<file path="config.mk">
export PLATFORM = sky130hd
export DESIGN_NAME = trace_pd_lock
export DESIGN_NICKNAME = d
export VERILOG_FILES = /design/src/rtl/trace_pd_lock.sv
export SDC_FILE = /design/constraint.sdc
export NUM_CORES = 1
export LEC_CHECK = 0
export CORE_MARGIN = 3
export CORE_UTILIZATION = 35
export DETAILED_ROUTE_END_ITERATION = 7
export MAX_ROUTING_LAYER = met4
export PLACE_DENSITY = 0.5
export SKIP_LAST_GASP = 1
export SLEW_MARGIN = 20
export SYNTH_ARGS = -nofsm -noshare
export SYNTH_HDL_FRONTEND = slang
export SYNTH_SLANG_ARGS = --single-unit
export TNS_END_PERCENT = 100
</file>
<file path="constraint.sdc">
create_clock -name clk -period 6.1 [get_ports clk]
set_input_delay 1.22 -clock clk [delete_from_list [all_inputs] [get_ports clk]]
set_output_delay 1.22 -clock clk [all_outputs]
set_load 0.01 [all_outputs]
</file>
<file path="src/rtl/trace_pd_lock.sv">
module trace_pd_lock #(
  parameter int DATA_W    = 32,
  parameter int ADDR_W    = 8,
  parameter int NUM_TREGS = 16,
  parameter int FULL_PD   = 1,
  parameter logic [DATA_W-1:0] LOCK_KEY = 32'h5EC0_10CC,
  parameter logic [ADDR_W-1:0] A_LOCK_ACC  = 8'hC0,
  parameter logic [ADDR_W-1:0] A_LOCK_STAT = 8'hC1,
  parameter logic [ADDR_W-1:0] A_SAVE_RST  = 8'hC2,
  parameter logic [ADDR_W-1:0] A_PD_STAT   = 8'hC5
) (
  input  logic              clk,
  input  logic              rst_n,
  input  logic              pwr_lost,
  input  logic              bus_req,
  input  logic              bus_we,
  input  logic [ADDR_W-1:0] bus_addr,
  input  logic [DATA_W-1:0] bus_wdata,
  output logic              rsp_vld,
  output logic [DATA_W-1:0] rsp_rdata,
  output logic              rsp_err
);
  localparam bit FULL  = (FULL_PD != 0);
  localparam int PTR_W = (NUM_TREGS > 1) ? $clog2(NUM_TREGS) : 1;
  localparam logic [PTR_W-1:0] PTR_LAST = PTR_W'(NUM_TREGS - 1);

  logic [DATA_W-1:0] tregs [NUM_TREGS];
  logic              lock_q, sticky_q;
  logic [PTR_W-1:0]  ptr_q;
  logic [DATA_W-1:0] rd_val;
  logic              err_val;

  wire is_trace = (int'(bus_addr) < NUM_TREGS);
  wire [PTR_W-1:0] tidx = bus_addr[PTR_W-1:0];
  wire is_la  = (bus_addr == A_LOCK_ACC);
  wire is_ls  = (bus_addr == A_LOCK_STAT);
  wire is_sr  = (bus_addr == A_SAVE_RST);
  wire is_pd  = (bus_addr == A_PD_STAT);
  wire blocked  = FULL && (lock_q || sticky_q);
  wire sr_go    = FULL && bus_req && is_sr && lock_q;
  wire key_wr   = FULL && bus_req && bus_we && is_la && (bus_wdata == LOCK_KEY);
  wire lost     = FULL && pwr_lost;
  wire [PTR_W-1:0] ptr_nxt = (ptr_q == PTR_LAST) ? '0 : ptr_q + 1'b1;

  always_comb begin
    rd_val  = '0;
    err_val = 1'b0;
    if (is_trace) begin
      if (blocked) err_val = 1'b1;
      else if (!bus_we) rd_val = tregs[tidx];
    end else if (is_ls) begin
      if (!bus_we && FULL) rd_val = DATA_W'({lock_q, 1'b1});
    end else if (is_pd) begin
      if (!bus_we) rd_val = DATA_W'({FULL && sticky_q, 1'b1});
    end else if (is_sr && FULL) begin
      if (!lock_q) err_val = 1'b1;
      else if (!bus_we) rd_val = tregs[ptr_q];
    end
  end

  always_ff @(posedge clk) begin
    if (!rst_n) begin
      rsp_vld   <= 1'b0;
      rsp_rdata <= '0;
      rsp_err   <= 1'b0;
    end else begin
      rsp_vld   <= bus_req;
      rsp_rdata <= bus_req ? rd_val : '0;
      rsp_err   <= bus_req && err_val;
    end
  end

  always_ff @(posedge clk) begin
    if (!rst_n) begin
      lock_q   <= 1'b0;
      sticky_q <= 1'b0;
      ptr_q    <= '0;
    end else begin
      if (FULL && bus_req && bus_we && is_la) lock_q <= (bus_wdata == LOCK_KEY);
      if (lost) sticky_q <= 1'b1;
      else if (bus_req && !bus_we && is_pd) sticky_q <= 1'b0;
      if (lost || key_wr) ptr_q <= '0;
      else if (sr_go) ptr_q <= ptr_nxt;
    end
  end

  always_ff @(posedge clk) begin
    if (!rst_n || lost) begin
      for (int i = 0; i < NUM_TREGS; i++) tregs[i] <= '0;
    end else if (bus_req && bus_we && is_trace && !blocked) begin
      tregs[tidx] <= bus_wdata;
    end else if (sr_go && bus_we) begin
      tregs[ptr_q] <= bus_wdata;
    end
  end

  AST_RSP_AFTER_REQ: assert property (@(posedge clk) disable iff (!rst_n) bus_req |=> rsp_vld);
  AST_NO_RSP_IDLE: assert property (@(posedge clk) disable iff (!rst_n) !bus_req |=> !rsp_vld);
  AST_LOST_STICKY: assert property (@(posedge clk) disable iff (!rst_n) (FULL && pwr_lost) |=> sticky_q);
  AST_TRACE_BLOCKED: assert property (@(posedge clk) disable iff (!rst_n)
    (bus_req && is_trace && (lock_q || sticky_q)) |=> rsp_err);
  AST_SR_UNLOCKED: assert property (@(posedge clk) disable iff (!rst_n)
    (FULL && bus_req && is_sr && !lock_q) |=> rsp_err);
  AST_CTRL_NO_ERR: assert property (@(posedge clk) disable iff (!rst_n)
    (bus_req && (is_la || is_ls || is_pd)) |=> !rsp_err);
  AST_PTR_RANGE: assert property (@(posedge clk) disable iff (!rst_n) ptr_q <= PTR_LAST);
  AST_KEY_LOCKS: assert property (@(posedge clk) disable iff (!rst_n) key_wr |=> lock_q);
endmodule

</file>
==> results of run 1 <==
path summary, 6_finish.rpt:
| check | slack (ns) | endpoint | start |
|---|---|---|---|
| max | 1.66 | tregs[5][31]$_SDFFCE_PN0P_ | bus_addr[7] |
| min | 0.57 | flop | ptr_q[3]$_SDFFE_PP0N_ |
| max reg2reg | 2.76 | tregs[5][31]$_SDFFCE_PN0P_ | lock_q$_SDFFE_PN0P_ |
| min reg2reg | 0.57 | flop | ptr_q[3]$_SDFFE_PP0N_ |
per-stage QoR:
stage | instances | total power, uW
after floorplan | 1973 | 4820
after global routing | 3098 | 8980
final | 3098 | 8720
after CTS | 3096 | 8800
after detailed placement | 2985 | 5120
after global placement | 2985 | 5110
worst max-delay path, delay by kind of cell:
kind | cells | cell delay [ns]
AO/OA/AOI/OAI | 2 | 1.41
AND/OR/NAND/NOR | 3 | 0.94
buffers and inverters | 3 | 1.12
flip-flops by register name, indices dropped and copies added (netlist names), named ones only:
| register | count |
|---|---|
| lock_q | 1 |
| tregs | 512 |
| rsp_rdata | 32 |
| ptr_q | 4 |
| sticky_q | 1 |
| rsp_vld | 1 |
| rsp_err | 1 |
cell type report:
type | count | area share
Sequential cell | 556 | 0.507
Multi-Input combinational cell | 1250 | 0.347
Clock buffer | 74 | 0.0494
Timing Repair Buffer | 136 | 0.0442
Tap cell | 1040 | 0.0406
Clock inverter | 37 | 0.0114
Inverter | 5 | 0.000585
cells in the final DEF (no fill, tap or decap), types with 6 or more instances in the layout:
cell	n
clkbuf_1	12
bufinv_16	7
buf_4	44
nor2_1	550
mux4_2	251
buf_12	16
a21oi_1	43
o22ai_1	31
nand3_1	6
clkdlybuf4s50_1	74
mux2_2	53
clkinv_1	14
nand2_2	12
nand2_1	120
edfxtp_1	512
dfxtp_1	40
o21ai_4	16
mux2i_1	67
clkbuf_16	61
o21ai_0	29
clkinv_2	12
metal layers:
metal / vias to the layer above / GRT usage / share of wire
met3: 147 / 0.0296 / 0.073
met4: 0 / 0.0628 / 0.027
met1: 9570 / 0.316 / 0.42
met2: 831 / 0.368 / 0.48
li1: 7591 / - / -
met5: - / - / 0
report_power, final:
group          total [uW]  switching (uW)  internal [uW]
Clock                3690            1560           2130
Sequential           4370            78.0           4290
Combinational         665             397            268
Total                8720            2030           6690
kinds of logic (layout without fill, tap and decap cells):
group	Yosys count	after routing	synth area share
simple gates	733	733	0.108
buf+inv	167	252	0.0262
mux	374	374	0.251
flops	556	556	0.584
xor+xnor	1	1	0.000315
fa+ha+maj	1	1	0.000449
compound gates	141	141	0.0300
==> results_dict.tcl, run 1 <==
set metrics [dict create \
    slowest_stage "a21oi_1" \
    cts.htree.levels 2 \
    grt_max_degree 90 \
    setup_viol 0 \
    cts_setup_buffers 0 \
    row_count 102 \
    syn2layout_area_growth_pct 15.2 \
    layout.nets 2056 \
    drv_slew 0 \
    max_cap_violations 0 \
    end_kind "flop" \
    setup_ws_ns 1.66 \
    first_iter_violations 1940 \
    relSlewSlack 0.211 \
    cts.repair.resized 0 \
    tritoncts "built" \
    async_flop_share 0 \
    grt_usage 0.231 \
    avgSynthCellArea_um2 14.1 \
    power.leakage_uw 0.0110 \
    worstSetupPathType "input port to flop" \
    dieWidth_um 288 \
    synth_fp_nets 2019 \
    nFillCells 7218 \
    max_stage_delay_ns 0.71 \
    start_kind "input port" \
    netlist_instances 1973 \
    synth_seq_cells 556 \
    synth_edf_count 512 \
    cts_buffers 61 \
    clock_path_buffers 3 \
    finalCriticalPeriod_ns 4.44 \
    cp.arrival_ns 4.74 \
    p_per_area_mw_per_mm2 272 \
    dpl.hpwl_um 54000 \
    grt_antenna_before_repair 0 \
    placeableCoreArea_mm2 0.0781 \
    grt_pass1_wl_um 134000 \
    yosysWarningCount 0 \
    finClkSkew_ns 0.0212 \
    yosys-top-cells-area "edfxtp_1, mux4_2, nor2_1" \
    final_layout_size_suffix_gt1_frac 0.244 \
    fmax_mhz 225 \
    hold_class "flop to flop" \
    antenna_cells 0 \
    grt_overflow 0 \
    irDropWorstVdd_uv 272 \
    worstPathRequired_ns 6.40 \
    synth.most_common_cell "nor2_1" \
    postCtsHoldBufs 0 \
    drt-pass1-iter-count 5 \
    multi_input_area_mm2 0.0111 \
    insertion_delay_ns 0.63 \
    yosysTopAreaCell "edfxtp_1" \
    hold_depth 2 \
    register_area_mm2 0.0163 \
    initial_core_util 0.356 \
    route.detailed.drc 0 \
    hold_viol 0 \
    rr_worst_depth 7 \
    synthTopCellsByCount "nor2_1, edfxtp_1, mux4_2" \
    ys_seq_area_frac 0.584 \
    grt_pass1_vias 18700 \
    ys.flop_type "edfxtp_1" \
    stdcell_area_mm2 0.0321 \
    die-area_mm2 0.0830 \
    wl_per_cell_um 29.9 \
    tightest_slew_ns 1.18 \
    drt_wl_total_um 92700 \
    die_h_um 288 \
    final_antenna_net_count 0 \
    ctsRootBufferMaster "clkbuf_16" \
    postLayoutCoreUtil 0.411 \
    synth_top_area_frac 0.552 \
    io_pins 79 \
    clock_sinks 556 \
    dr_total_vias 18100 \
    rsz0062_at_grt "false" \
    routabilityCongestion 0.833 \
    portBuffers 78 \
    netlist-cell-type-count 62 \
    hold_slack_ns 0.566 \
    viasPerCell 5.86 \
    place_ws_ns 1.05 \
    fin_setup_tns_ns 0 \
    worstPathMaxFanout 40 \
    synth_area_mm2 0.0278 \
    clkSlewWorstSetupHoldPaths_ns 0.06 \
    dpl_cell_area_mm2 0.0301 \
    crit_chain "clkdlybuf4s50_1 > nor4_2 > nand3b_1 > a21oi_1 > nand3_4 > buf_4 > o21ai_4 > buf_12" \
    period_share 0.727 \
    status "finished clean" \
]
Note: power is estimated with default switching activity, not from simulation.
==> inputs of run 2 (changes only) <==
clock period = 4.4 ns   (was 6.1 ns; I/O delays follow)
==> results_dict.tcl, run 2 (synthesis results as in run 1) <==
set metrics [dict create \
    status "finished clean" \
    max_cap_violations 0 \
    reg2reg_slack_ns 1.76 \
    wl_met3_um 5630 \
    grt_usage 0.235 \
    clock_path_buffers 3 \
    routabilityCongestion 0.815 \
    grt_overflow 0 \
    dieWidth_um 288 \
    portBuffers 78 \
    cts.htree.levels 2 \
    dpl_cell_area_mm2 0.0304 \
    grt_antenna_before_repair 1 \
    insertion_delay_ns 0.66 \
    cts_setup_buffers 0 \
    grt_max_degree 94 \
    syn2layout_area_growth_pct 16.5 \
    finalCriticalPeriod_ns 3.28 \
    route.met2.wl_um 48200 \
    drt_wl_total_um 94300 \
    hold_viol 0 \
    p_per_area_mw_per_mm2 380 \
    clock_sinks 556 \
    layout.nets 2084 \
    antenna_cells 0 \
    top_layer "met4" \
    cts_buffers 61 \
    setup_viol 0 \
    period_share 0.745 \
    top_register "tregs" \
    row_count 102 \
    clkSlewWorstSetupHoldPaths_ns 0.06 \
    postCtsHoldBufs 0 \
    first_iter_violations 1815 \
    initial_core_util 0.356 \
    finClkSkew_ns 0.0392 \
    dpl.hpwl_um 55500 \
    fmax_mhz 305 \
    irDropWorstVdd_uv 377 \
    top_regs "tregs x512, rsp_rdata x32, ptr_q x4" \
    numPlacedInstances 3015 \
    grt_pass1_vias 19100 \
    power.leakage_uw 0.0112 \
    worstPathMaxFanout 24 \
    grt_pass1_wl_um 136000 \
    viasPerCell 5.84 \
    die_h_um 288 \
    dr_total_vias 18300 \
    fin_cells 3131 \
    ctsRootBufferMaster "clkbuf_16" \
    drt-pass1-iter-count 6 \
    wl_met1_um 38200 \
    largest_register_ff_count 512 \
    tightest_slew_ns 1.10 \
    worstSetupPathType "input port to flop" \
    die-area_mm2 0.0830 \
    worstPathRequired_ns 4.67 \
    end_kind "flop" \
    hold_class "flop to flop" \
    route.detailed.drc 0 \
    cts.repair.resized 0 \
    final_antenna_net_count 0 \
    tritoncts "built" \
    rsz0062_at_grt "false" \
    final_common_cell "nor2_1" \
    most-common-layout-cells "nor2_1, edfxtp_1, mux4_2, nand2_1, clkdlybuf4s50_1" \
    placeableCoreArea_mm2 0.0781 \
    relSlewSlack 0.265 \
    start_kind "input port" \
    io_pins 79 \
    final_layout_size_suffix_gt1_frac 0.256 \
    wl_per_cell_um 30.1 \
    stdcell_area_mm2 0.0324 \
    drv_slew 0 \
    cp.arrival_ns 3.55 \
]
[run 2: cell types whose count changed in the layout (fill, tap and decap cells not counted), moves of 3 or more]
| cell | delta |
|---|---|
| clkinv_2 | -4 |
| clkbuf_8 | +10 |
| buf_4 | +25 |
| buf_12 | +3 |
| clkinv_1 | -9 |
| clkbuf_1 | +9 |
[run 2: worst max-delay path: stages]
cell             delay (ns)
clkdlybuf4s50_1        0.77
nand4b_1               0.32
nor4b_1                0.51
a22o_1                 0.32
nand2_4                0.11
o21ai_4                0.13
buf_4                  0.48
[run 2: per-stage QoR]
stage | utilization | TNS, ns | worst slack, ns | total power, uW | hold slack (ns)
2_1_floorplan | - | -136.72 | -0.543 | 6680 | 0.489
3_3_place_gp | 0.389 | 0 | 0.539 | 7080 | 0.536
3_5_place_dp | 0.389 | 0 | 0.517 | 7100 | 0.536
4_1_cts | 0.415 | 0 | 1.20 | 12400 | 0.549
5_1_grt | 0.415 | 0 | 1.02 | 12700 | 0.573
6_report | 0.415 | 0 | 1.12 | 12300 | 0.554
[run 2: layout make-up]
type	instances	area, um2
clock buffer	93	1760
clock inverter	23	305
multi-input combinational	1250	11100
fill	7141	45700
timing repair buffer	164	1670
inverter	5	18.8
sequential	556	16300
tap	1040	1300
[run 2: worst paths after layout]
| kind | depth (start not counted) | end | start |
|---|---|---|---|
| worst max-delay path | 7 | tregs[3][28]$_SDFFCE_PN0P_ | bus_req |
| worst min-delay path | 2 | flop | ptr_q[3]$_SDFFE_PP0N_ |
| worst max register to register | 5 | tregs[13][27]$_SDFFCE_PN0P_ | lock_q$_SDFFE_PN0P_ |
| worst min register to register | 2 | flop | ptr_q[3]$_SDFFE_PP0N_ |
[run 2: power by group]
part	switching, uW	internal, uW	leakage (uW)
sequential	106	5950	0.00606
clock	2220	3100	0.00101
combinational	555	378	0.00413
total	2880	9430	0.0112
[run 2: per-layer routing]
layer | up-vias | GRT usage
li1 | 7656 | -
met2 | 772 | 0.399
met4 | 0 | 0.0621
met3 | 150 | 0.0264
met1 | 9694 | 0.300
met5 | - | -
==> inputs of run 3 (changes only) <==
clock period = 3.4 ns   (was 4.4 ns; I/O delays follow)
==> results_dict.tcl, run 3 (synthesis results as in run 1) <==
set metrics [dict create \
    status "finished clean" \
    rsz0062_at_grt "false" \
    dpl.hpwl_um 54900 \
    syn2layout_area_growth_pct 18.7 \
    path_buf_inv 2 \
    grt_overflow 0 \
    die_h_um 288 \
    cts_buffers 66 \
    initial_core_util 0.356 \
    wl_per_cell_um 29.4 \
    placeableCoreArea_mm2 0.0781 \
    io_pins 79 \
    hold_start "ptr_q[3]$_SDFFE_PP0N_" \
    portBuffers 78 \
    tightest_slew_ns 0.739 \
    reg2reg_from "ptr_q[0]$_SDFFE_PP0N_" \
    top_register "tregs" \
    setup_ws_ns 0.654 \
    end_kind "flop" \
    crit_chain "clkdlybuf4s50_1 > and4bb_2 > and3b_1 > a41o_2 > nand2_1 > o21ai_4 > buf_12" \
    first_iter_violations 2007 \
    largest_register_ff_count 512 \
    ctsRootBufferMaster "clkbuf_16" \
    viasPerCell 5.77 \
    hold_class "flop to flop" \
    layout.nets 2106 \
    drt_wl_total_um 92800 \
    top_regs "tregs x512, rsp_rdata x32, ptr_q x4" \
    rr_worst_depth 6 \
    final_common_cell "nor2_1" \
    relSlewSlack 0.507 \
    finalCriticalPeriod_ns 2.75 \
    worstPathMaxFanout 27 \
    die-area_mm2 0.0830 \
    fin_cells 3155 \
    final_antenna_net_count 0 \
    grt_pass1_wl_um 134000 \
    crit_start "bus_addr[5]" \
    grt_usage 0.233 \
    fmax_mhz 364 \
    dr_total_vias 18200 \
    power.leakage_uw 0.0115 \
    p_per_area_mw_per_mm2 492 \
    worstSetupPathType "input port to flop" \
    clock_path_buffers 3 \
    drt-pass1-iter-count 5 \
    row_count 102 \
    start_kind "input port" \
    slowest_stage "clkdlybuf4s50_1" \
    hold_depth 2 \
    nFillCells 7131 \
    setup_viol 0 \
    path_depth 7 \
    route.detailed.drc 0 \
    cpLargestDelayFamily "simple AND/OR/NAND/NOR gates" \
    grt_max_degree 66 \
    cp.arrival_ns 3.02 \
    worstPathRequired_ns 3.67 \
    grt_pass1_vias 19000 \
    postCtsHoldBufs 0 \
    fin_setup_tns_ns 0 \
    finClkSkew_ns 0.0193 \
    place_ws_ns 0.0704 \
    routabilityCongestion 0.802 \
    irDropWorstVdd_uv 304 \
    dieWidth_um 288 \
    hold_viol 0 \
    drv_slew 0 \
    clock_sinks 556 \
    numPlacedInstances 3032 \
    tritoncts "built" \
    grt_antenna_before_repair 1 \
    most-common-layout-cells "nor2_1, edfxtp_1, mux4_2, nand2_1, clkdlybuf4s50_1" \
    period_share 0.808 \
    cts.repair.resized 0 \
    max_cap_violations 0 \
    max_stage_delay_ns 0.44 \
    insertion_delay_ns 0.61 \
    cts.htree.levels 3 \
    final_layout_size_suffix_gt1_frac 0.263 \
    clkSlewWorstSetupHoldPaths_ns 0.06 \
    cts_setup_buffers 0 \
]
run 3: cell count changes in the layout (fill, tap and decap cells not counted), sizes merged:
cell	change
buf	+17
clkinv	+6
clkbuf	-2
inv	+2
diode	+1
run 3: final cells by class:
cell class                      instances  area [um2]  area share
Sequential cell                       556       16300       0.492
Multi-Input combinational cell       1250       11100       0.337
Timing Repair Buffer                  181        2160      0.0652
Clock buffer                           91        1850      0.0559
Tap cell                             1040        1300      0.0394
Clock inverter                         31         332      0.0100
Inverter                                5        18.8    0.000568
Antenna cell                            1        2.50   0.0000757
run 3: layer usage:
layer,GRT usage,routed length [um],vias to the layer above
met5,-,0,-
met4,0.0771,2790,0
met3,0.0377,6720,139
met2,0.368,44500,781
met1,0.309,38800,9558
li1,-,-,7713
run 3: final timing paths:
check	slack, ns	end
setup / recovery	0.65	tregs[12][24]$_SDFFCE_PN0P_
hold / removal	0.55	flop
setup reg to reg	0.98	tregs[7][23]$_SDFFCE_PN0P_
hold reg to reg	0.55	flop
run 3: where the power goes:
group	total, uW	switching (uW)	internal (uW)
Sequential	7830	129	7700
Clock	7190	2910	4280
Combinational	1260	725	533
Total	16300	3760	12500
run 3: tightest hold or removal path: stages (launching register included):
cell,delay (ns)
dfxtp_1,0.35
o21ai_0,0.09
a21oi_1,0.07
run 3: stage by stage:
step | power, uW | hold slack [ns] | util | instance area, um2
global route | 16800 | 0.590 | 0.423 | 33100
finish | 16300 | 0.547 | 0.423 | 33100
detailed placement | 9230 | 0.543 | 0.395 | 30900
global placement | 9200 | 0.532 | 0.395 | 30900
floorplan | 8640 | 0.489 | - | 27900
CTS | 16400 | 0.553 | 0.423 | 33100
